## config.mk

```make
export PLATFORM = sky130hd
export DESIGN_NAME = gap_byte_aligner
export DESIGN_NICKNAME = d
export VERILOG_FILES = /design/src/rtl/gba_pkg.sv /design/src/rtl/gba_qualify.sv /design/src/rtl/gba_bit_count.sv /design/src/rtl/gba_assemble.sv /design/src/rtl/gap_byte_aligner.sv
export SDC_FILE = /design/constraint.sdc
export NUM_CORES = 1
export LEC_CHECK = 0
export ABC_CLOCK_PERIOD_IN_PS = 3000
export BUFFER_PORTS_ARGS = -buffer_cell sky130_fd_sc_hd__buf_4
export CORE_MARGIN = 10
export CORE_UTILIZATION = 40
export CTS_BUF_LIST = sky130_fd_sc_hd__clkbuf_2 sky130_fd_sc_hd__clkbuf_4 sky130_fd_sc_hd__clkbuf_8
export CTS_CLUSTER_SIZE = 40
export DETAILED_ROUTE_END_ITERATION = 8
export GPL_TIMING_DRIVEN = 1
export PLACE_DENSITY = 0.58
export SETUP_SLACK_MARGIN = 0.2
export SLEW_MARGIN = 20
export SYNTH_ARGS = -nofsm -noshare
export SYNTH_HDL_FRONTEND = slang
export SYNTH_HIERARCHICAL = 1
export SYNTH_SLANG_ARGS = --single-unit
```

## constraint.sdc

```tcl
create_clock -name clk_i -period 3 [get_ports clk_i]
set_clock_uncertainty 0.05 [all_clocks]
set_input_delay 0.15 -clock clk_i [delete_from_list [all_inputs] [get_ports clk_i]]
set_output_delay 0.15 -clock clk_i [all_outputs]
set_load 0.1 [all_outputs]
```

## src/rtl/gba_pkg.sv

```systemverilog
package gba_pkg;
  typedef enum logic {
    MODE_BYTE = 1'b0,
    MODE_BITS = 1'b1
  } rx_mode_e;

  localparam int unsigned DEF_BYTE_W = 8;
endpackage

```

## src/rtl/gba_qualify.sv

```systemverilog
module gba_qualify
  import gba_pkg::*;
(
  input  logic     data_en_i,
  input  logic     en_pol_i,
  input  logic     byte_sync_i,
  input  rx_mode_e mode_i,
  output logic     acc_o,
  output logic     byte_acc_o,
  output logic     sync_hit_o
);
  always_comb begin
    acc_o      = (data_en_i == en_pol_i);
    byte_acc_o = acc_o && (mode_i == MODE_BYTE);
    // sync only counts on an accepted bit in byte mode
    sync_hit_o = byte_acc_o && byte_sync_i;
  end
endmodule

```

## src/rtl/gba_bit_count.sv

```systemverilog
module gba_bit_count
  import gba_pkg::*;
#(
  parameter int unsigned BYTE_W = DEF_BYTE_W,
  localparam int unsigned CNT_W = (BYTE_W > 1) ? $clog2(BYTE_W) : 1
) (
  input  logic     clk_i,
  input  logic     rst_ni,
  input  rx_mode_e mode_i,
  input  logic     byte_acc_i,
  input  logic     sync_hit_i,
  output logic     shift_en_o,
  output logic     last_o
);
  localparam logic [CNT_W-1:0] LAST_POS = CNT_W'(BYTE_W - 1);

  logic [CNT_W-1:0] cnt_q;
  logic             locked_q;

  always_comb begin
    shift_en_o = byte_acc_i && (locked_q || sync_hit_i);
    // realignment wins over completion
    last_o     = byte_acc_i && locked_q && !sync_hit_i && (cnt_q == LAST_POS);
  end

  always_ff @(posedge clk_i or negedge rst_ni) begin
    if (!rst_ni) begin
      cnt_q    <= '0;
      locked_q <= 1'b0;
    end else if (mode_i == MODE_BITS) begin
      cnt_q    <= '0;
      locked_q <= 1'b0;
    end else if (sync_hit_i) begin
      cnt_q    <= CNT_W'(1 % BYTE_W);
      locked_q <= 1'b1;
    end else if (shift_en_o) begin
      cnt_q    <= last_o ? '0 : cnt_q + CNT_W'(1);
    end
  end
endmodule

```

## src/rtl/gba_assemble.sv

```systemverilog
module gba_assemble
  import gba_pkg::*;
#(
  parameter int unsigned BYTE_W = DEF_BYTE_W
) (
  input  logic              clk_i,
  input  logic              rst_ni,
  input  logic              bit_i,
  input  logic              shift_en_i,
  input  logic              last_i,
  output logic [BYTE_W-1:0] byte_o,
  output logic              byte_valid_o
);
  logic [BYTE_W-1:0] shreg_q;
  logic [BYTE_W-1:0] shreg_d;

  // lsb first: new bit enters at the top and walks down
  generate
    if (BYTE_W > 1) begin : g_wide
      assign shreg_d = {bit_i, shreg_q[BYTE_W-1:1]};
    end else begin : g_narrow
      assign shreg_d = bit_i;
    end
  endgenerate

  always_ff @(posedge clk_i or negedge rst_ni) begin
    if (!rst_ni) begin
      shreg_q      <= '0;
      byte_o       <= '0;
      byte_valid_o <= 1'b0;
    end else begin
      byte_valid_o <= last_i;
      if (shift_en_i) shreg_q <= shreg_d;
      if (last_i)     byte_o  <= shreg_d;
    end
  end
endmodule

```

## src/rtl/gap_byte_aligner.sv

```systemverilog
module gap_byte_aligner
  import gba_pkg::*;
#(
  parameter int unsigned BYTE_W = DEF_BYTE_W
) (
  input  logic              clk_i,
  input  logic              rst_ni,
  input  logic              ser_data_i,
  input  logic              data_en_i,
  input  logic              en_pol_i,
  input  logic              byte_sync_i,
  input  logic              hdlc_mode_i,
  output logic [BYTE_W-1:0] byte_o,
  output logic              byte_valid_o,
  output logic              aligned_o,
  output logic              bit_o,
  output logic              bit_valid_o
);
  rx_mode_e mode;
  logic     acc, byte_acc, sync_hit, shift_en, last;

  assign mode = hdlc_mode_i ? MODE_BITS : MODE_BYTE;

  gba_qualify u_qual (
    .data_en_i   (data_en_i),
    .en_pol_i    (en_pol_i),
    .byte_sync_i (byte_sync_i),
    .mode_i      (mode),
    .acc_o       (acc),
    .byte_acc_o  (byte_acc),
    .sync_hit_o  (sync_hit)
  );

  gba_bit_count #(.BYTE_W(BYTE_W)) u_cnt (
    .clk_i      (clk_i),
    .rst_ni     (rst_ni),
    .mode_i     (mode),
    .byte_acc_i (byte_acc),
    .sync_hit_i (sync_hit),
    .shift_en_o (shift_en),
    .last_o     (last)
  );

  gba_assemble #(.BYTE_W(BYTE_W)) u_asm (
    .clk_i        (clk_i),
    .rst_ni       (rst_ni),
    .bit_i        (ser_data_i),
    .shift_en_i   (shift_en),
    .last_i       (last),
    .byte_o       (byte_o),
    .byte_valid_o (byte_valid_o)
  );

  always_ff @(posedge clk_i or negedge rst_ni) begin
    if (!rst_ni) begin
      aligned_o   <= 1'b0;
      bit_o       <= 1'b0;
      bit_valid_o <= 1'b0;
    end else begin
      if (mode == MODE_BITS) aligned_o <= 1'b0;
      else if (last)         aligned_o <= 1'b1;
      bit_valid_o <= acc && (mode == MODE_BITS);
      if (acc && (mode == MODE_BITS)) bit_o <= ser_data_i;
    end
  end
endmodule

```

==> flow_metrics.py, run 1 <==
metrics = {
    "worst_setup_path": {
        "end_kind": "flip-flop",
        "r2r_end": "u_asm/byte_o[3]",
        "critPathKind": "input port to flip-flop",
        "rr_startpoint": "u_cnt/cnt_q[0]",
        "r2r_cells": 5,
        "cp.required_ps": 3150,
        "rrSetupSlack_ps": 1300,
        "start_kind": "input port",
        "crit_fanout": 8,
        "arrival_ps": 2070,
    },
    "layout": {
        "seqCellArea_um2": 575.6,
        "area_delta_synth_final_pct": 20.30,
        "n_antenna_cell": 0,
        "layout_common_cells": "23 x dfrtp_1, 19 x buf_4, 16 x mux2_4",
        "multi_input_area_um2": 405.4,
        "layout_commonest_cell": "dfrtp_1",
        "fill_cells": 228,
        "nNetsFinal": 98,
        "drive_gt1_share_pct": 50.00,
        "final_area_um2": 1216,
    },
    "power_and_ir_drop": {
        "p_leak_nw": 0.6216,
        "p_comb_share_pct": 19.0,
        "power.internal_mw": 0.4606,
        "power.share.clock_pct": 21.9,
        "vdd_drop_max_mv": 0.3444,
        "switching_share_pct": 27.79,
        "seq_power_share_pct": 59.1,
        "power_density_nw_per_um2": 524.5,
        "switchingPower_mw": 0.1772,
    },
    "global_route": {
        "grt_pass1_vias": 624,
        "grt_overflow": 0,
        "grt_first_pass_wirelength_um": 3180,
        "antenna_found_initial": 0,
        "grt_use_total_pct": 7.754,
        "grt_max_degree": 24,
    },
    "cts": {
        "clockRootBuffer": "clkbuf_4",
        "clkTransAtPathRegs_ps": 120,
        "cts_max_path_buffers": 2,
        "post-cts-setup-buffers": 0,
        "htree_levels": 1,
        "ctsResizeCount": 0,
        "clock-sinks": 23,
        "hold_buffers": 2,
        "cts_buffers": 3,
        "clk-insertion-delay-late_ps": 300,
        "cts_tree": "built",
    },
    "yosys": {
        "synth_xor_area_share_pct": 0.8663,
        "ys.warnings.count": 6,
        "syn_area_um2": 1011,
        "synthAdderAreaFrac_pct": 2.475,
        "seq_area_frac_synth_pct": 56.93,
        "synth_top_family_by_area": "multiplexers",
        "synth.distinct_cells": 17,
        "synth_compound_area_share_pct": 3.094,
        "synthCells": 65,
        "synth_simple_gate_area_share_pct": 8.911,
        "synth_area_per_cell_um2": 15.55,
        "synth-seq-cells": 23,
        "synth_nets": 74,
        "synthMuxAreaShare_pct": 24.75,
    },
    "sta": {
        "fin_setup_tns_ps": 0,
        "post-route-period-util_pct": 63.87,
        "finalHoldViolCount": 0,
        "grt_setup_unrepaired": "no",
        "slew_violations": 0,
        "relSlewSlack_pct": 65.70,
        "min_period_ps": 1916,
        "worst_pin_slew_ps": 512.2,
        "final-setup-viol-count": 0,
        "fmax_mhz": 521.9,
    },
    "route": {
        "wire_per_inst_um": 15.34,
        "wl_um": 1810,
        "ant_nets": 0,
        "routed_via_density": 4.839,
        "dr.pass1.iters": 2,
        "first_iter_violations": 33,
        "drc_errors": 0,
        "vias": 571,
    },
    "worst_hold_path": {
        "worstHoldPathCells": 2,
        "hold_start": "ser_data_i",
        "hp-class": "input port to flip-flop",
        "worstHoldEndpoint": "bit_o",
    },
    "placed_design": {
        "place_congestion": 0.7593,
        "place_area_um2": 1169,
        "numPortBuffers": 18,
    },
    "floorplan": {
        "die_area_um2": 4939,
        "rows": 18,
        "fp.dieW_um": 70.28,
        "die_y_um": 70.28,
        "io_pins": 19,
        "start_util_pct": 41.18,
        "core_um2": 2455,
    },
    "outcome": {
        "outcome": "finished clean",
    },
    "run": {
        "cap_violations": 0,
    },
}
==> layout make-up <==
| class | count | share of cell area, % |
|---|---|---|
| clock buffer | 3 | 1.852 |
| clock inverter | 1 | 0.4115 |
| inverter | 2 | 0.6173 |
| multi-input combinational | 38 | 33.33 |
| sequential | 23 | 47.32 |
| tap | 30 | 3.086 |
| timing repair buffer | 21 | 13.37 |
==> how the worst max path moves through the flow <==
| stage | startpoint | endpoint | slack (ps) | cells after the start |
|---|---|---|---|---|
| floorplan | en_pol_i | u_asm/byte_o[0] | 1430 | 6 |
| global placement | en_pol_i | u_asm/shreg_q[1] | 1240 | 6 |
| detailed placement | en_pol_i | u_asm/shreg_q[6] | 1170 | 6 |
| CTS | hdlc_mode_i | u_asm/shreg_q[2] | 1090 | 6 |
| global route | hdlc_mode_i | u_asm/byte_o[7] | 1000 | 7 |
| finish | hdlc_mode_i | u_asm/shreg_q[3] | 1080 | 6 |
==> critical path, cell delays in order <==
cell and delay [ps]:
dlygate4sd3_1 530, buf_4 170, nor3b_2 470, o21ai_4 110, inv_1 300, mux2_4 340
==> cell usage after synthesis <==
master	instances	share of area (%)
a211oi_1	1	0.74
and2_4	1	0.87
and4bb_2	1	1.2
buf_6	2	2.2
dfrtp_1	23	57
ha_1	2	2.5
inv_1	2	0.74
mux2_4	16	24
mux2i_1	1	0.99
nand2_1	2	0.74
nand3_1	1	0.49
nor2_1	7	2.6
nor3_1	1	0.49
nor3b_2	2	2.5
o21ai_4	1	1.6
o31ai_1	1	0.74
xor2_1	1	0.87
==> metrics by stage <==
| stage | setup WS [ps] | hold slack (ps) | utilization [%] | total power, mW | std cells |
|---|---|---|---|---|---|
| after floorplan | 1434 | -195.6 | - | 0.4690 | 65 |
| after global placement | 1235 | 10.87 | 47.60 | 0.5005 | 112 |
| after detailed placement | 1167 | 13.03 | 47.60 | 0.5036 | 112 |
| after CTS | 1086 | 30.39 | 49.54 | 0.6472 | 118 |
| after global routing | 1003 | 10.61 | 49.54 | 0.6770 | 118 |
| final | 1084 | 39.42 | 49.54 | 0.6379 | 118 |
==> registers in the layout, indices dropped and copies added (netlist names) <==
name                count
u_asm/byte_o            8
u_cnt/cnt_q             3
bit_valid_o             1
u_asm/shreg_q           7
aligned_o               1
u_asm/byte_valid_o      1
bit_o                   1
u_cnt/locked_q          1
==> power groups by stage <==
stage,Combinational (mW),Sequential [mW],Clock (mW)
floorplan,0.0682,0.401,0
global placement,0.119,0.382,0
detailed placement,0.121,0.382,0
CTS,0.123,0.377,0.147
global route,0.130,0.383,0.164
finish,0.121,0.377,0.140
==> cell families after synthesis <==
kind of cell | Yosys count
flip-flops | 23
multiplexers | 17
AND/OR/NAND/NOR | 15
buffers and inverters | 4
AO/OA/AOI/OAI | 3
adder cells (fa/ha/maj) | 2
XOR/XNOR | 1
==> per-layer routing <==
metal  global-route usage (%)  vias to the layer above  share of wire, %
li1                         -                      268                 -
met1                    9.233                      287                46
met2                    12.38                       14                47
met3                    3.814                        2               5.8
met4                    1.316                        0              0.66
met5                        0                        -                 0
Power figures use the tool's default switching activity.
==> run 2: changes to the inputs <==
ABC_AREA = 1   (was not set)
ABC_CLOCK_PERIOD_IN_PS = 1800   (was 3000)
clock period = 1.8 ns   (was 3 ns; I/O delays follow)
==> flow_metrics.py, run 2 <==
metrics = {
    "outcome": {
        "outcome": "finished clean",
    },
    "layout": {
        "layout_commonest_cell": "nand2_1",
        "largest_reg_flops": 8,
        "final_cells": 175,
        "layout_common_cells": "64 x nand2_1, 23 x dfrtp_1, 19 x buf_4",
        "reg_top3": "u_asm/byte_o: 8 flops, u_asm/shreg_q: 7 flops, u_cnt/cnt_q: 3 flops",
        "regMostFlops": "u_asm/byte_o",
        "drive_gt1_share_pct": 22.07,
        "area_delta_synth_final_pct": 23.31,
        "nNetsFinal": 155,
        "n_antenna_cell": 0,
    },
    "sta": {
        "grt_setup_unrepaired": "no",
        "min_period_ps": 1388,
        "slew_violations": 0,
        "post-route-period-util_pct": 77.09,
        "final-setup-viol-count": 0,
        "relSlewSlack_pct": 79.31,
        "fin_setup_tns_ps": 0,
        "postLayoutSetupSlackWorst_ps": 412.4,
        "fmax_mhz": 720.7,
        "holdWs_ps": 55.53,
        "worst_pin_slew_ps": 310.4,
        "finalHoldViolCount": 0,
    },
    "floorplan": {
        "fp.dieW_um": 69.96,
        "start_util_pct": 41.05,
        "die_y_um": 69.96,
        "io_pins": 19,
        "die_area_um2": 4894,
        "rows": 18,
        "core_um2": 2432,
    },
    "route": {
        "wire_per_inst_um": 11.22,
        "drc_errors": 0,
        "first_iter_violations": 26,
        "vias": 779,
        "dr.pass1.iters": 4,
        "wl_met1_um": 911,
        "ant_nets": 0,
        "top_layer": "met4",
        "wl_met3_um": 145,
        "wl_um": 1963,
        "routed_via_density": 4.451,
        "wl_met2_um": 890,
    },
    "cts": {
        "clk-insertion-delay-late_ps": 300,
        "cts_tree": "built",
        "cts_buffers": 3,
        "clockRootBuffer": "clkbuf_4",
        "post-cts-setup-buffers": 0,
        "clock-sinks": 23,
        "clkTransAtPathRegs_ps": 120,
        "htree_levels": 1,
        "cts_max_path_buffers": 2,
    },
    "yosys": {
        "syn_area_um2": 998.5,
        "synth_area_per_cell_um2": 8.320,
        "synth-seq-cells": 23,
        "synth_edf_count": 0,
        "synth_nets": 129,
        "ys.warnings.count": 6,
        "yosysMostFrequentCell": "nand2_1",
        "synth.distinct_cells": 11,
        "seq_area_frac_synth_pct": 57.64,
        "synthFlopType": "dfrtp_1",
        "yosys-top-cells-count": "64 x nand2_1, 23 x dfrtp_1, 10 x inv_1",
        "ys_async_sr_fraction_pct": 100.0,
        "synth_area_leader_cell": "dfrtp_1",
        "synthCells": 120,
        "yosysTopAreaCellShare_pct": 57.64,
        "synth_area_leaders": "dfrtp_1 58%, nand2_1 24%, inv_1 3.8%, ha_1 2.5%, nor2_2 2.5%",
    },
    "worst_hold_path": {
        "hold_start": "hdlc_mode_i",
        "hp-class": "input port to flip-flop",
    },
    "worst_setup_path": {
        "crit_chain": "ha_1, ha_1, nand2_1, nor2_4, inv_2, nand2_1, nand2_1",
        "critPathLaunch": "u_cnt/cnt_q[0]",
        "slowest_stage": "dfrtp_1",
        "arrival_ps": 1540,
        "rr_startpoint": "u_cnt/cnt_q[0]",
        "cp.required_ps": 1960,
        "cpMostUsedCell": "nand2_1",
        "critPathMaxStageDelay_ps": 390,
        "crit_fanout": 11,
        "start_kind": "flip-flop",
        "critPathKind": "flip-flop to flip-flop",
        "end_kind": "flip-flop",
    },
    "power_and_ir_drop": {
        "vdd_drop_max_mv": 0.4382,
        "p_leak_nw": 0.7311,
        "fin_total_pwr_mw": 1.014,
        "power.internal_mw": 0.7220,
        "switching_share_pct": 28.76,
        "seq_power_share_pct": 60.0,
        "switchingPower_mw": 0.2915,
        "power_density_nw_per_um2": 823.2,
        "power.share.clock_pct": 24.8,
        "p_comb_share_pct": 15.2,
    },
    "placed_design": {
        "dp.cells": 167,
        "dpl_worst_slack_ps": 276.6,
        "numPortBuffers": 18,
        "dp_hpwl_um": 1449,
        "place_congestion": 0.7821,
    },
    "global_route": {
        "grt_overflow": 0,
        "antenna_found_initial": 0,
        "grt_first_pass_wirelength_um": 3394,
        "grt_pass1_vias": 775,
        "grt_max_degree": 24,
        "grt_use_total_pct": 8.164,
    },
    "run": {
        "cap_violations": 0,
    },
}
## run 2: critical path: cells and delay by family (launching register included)
kind	cells	cell delay [ps]
AND/OR/NAND/NOR	4	440
flip-flops	1	390
adder cells (fa/ha/maj)	2	290
buffers and inverters	1	130
## run 2: what timing repair did
item	4_1_cts	5_1_grt
setup endpoints to repair	0	8
resized for setup	0	1
hold endpoints to repair	29	0
hold buffers	4	0
## run 2: kinds of logic after synthesis
logic type / after synthesis / synth area share, %
buf+inv: 15 / 7.143
flops: 23 / 57.64
fa+ha+maj: 2 / 2.506
simple gates: 79 / 31.83
compound gates: 1 / 0.8774
## run 2: final cells by class
type                       count  area [um2]
clock buffer                   4       30.03
timing repair buffer          23       182.7
multi-input combinational     82       356.6
tap                           30       37.54
sequential                    23       575.6
inverter                      13       48.80
fill                         239        1201
## run 2: final timing paths
path,depth (start not counted),end,slack [ps]
setup reg to reg,7,u_asm/byte_o[1],410
hold / removal,4,u_cnt/cnt_q[2],60
hold reg to reg,2,u_asm/byte_o[5],440
setup / recovery,7,u_asm/byte_o[1],410
max in group asynchronous,2,u_asm/shreg_q[1],1290
min in group asynchronous,2,u_asm/byte_o[6],170
## run 2: routing by layer
layer,vias up,track usage (%)
met5,-,0
met4,0,3.289
met3,2,3.249
met2,15,13.39
met1,354,9.196
li1,408,-
## run 2: power by group through the flow
stage / logic [mW] / registers, mW / clock network [mW]
2_1_floorplan: 0.0693 / 0.645 / 0
3_3_place_gp: 0.145 / 0.617 / 0
3_5_place_dp: 0.149 / 0.619 / 0
4_1_cts: 0.157 / 0.609 / 0.265
5_1_grt: 0.175 / 0.616 / 0.291
6_report: 0.154 / 0.608 / 0.251
## run 2: through the flow
stage	area [um2]	utilization [%]
final	1231	50.62
after global routing	1231	50.62
after CTS	1226	50.41
after detailed placement	1156	47.53
after global placement	1156	47.53
after floorplan	998.5	-
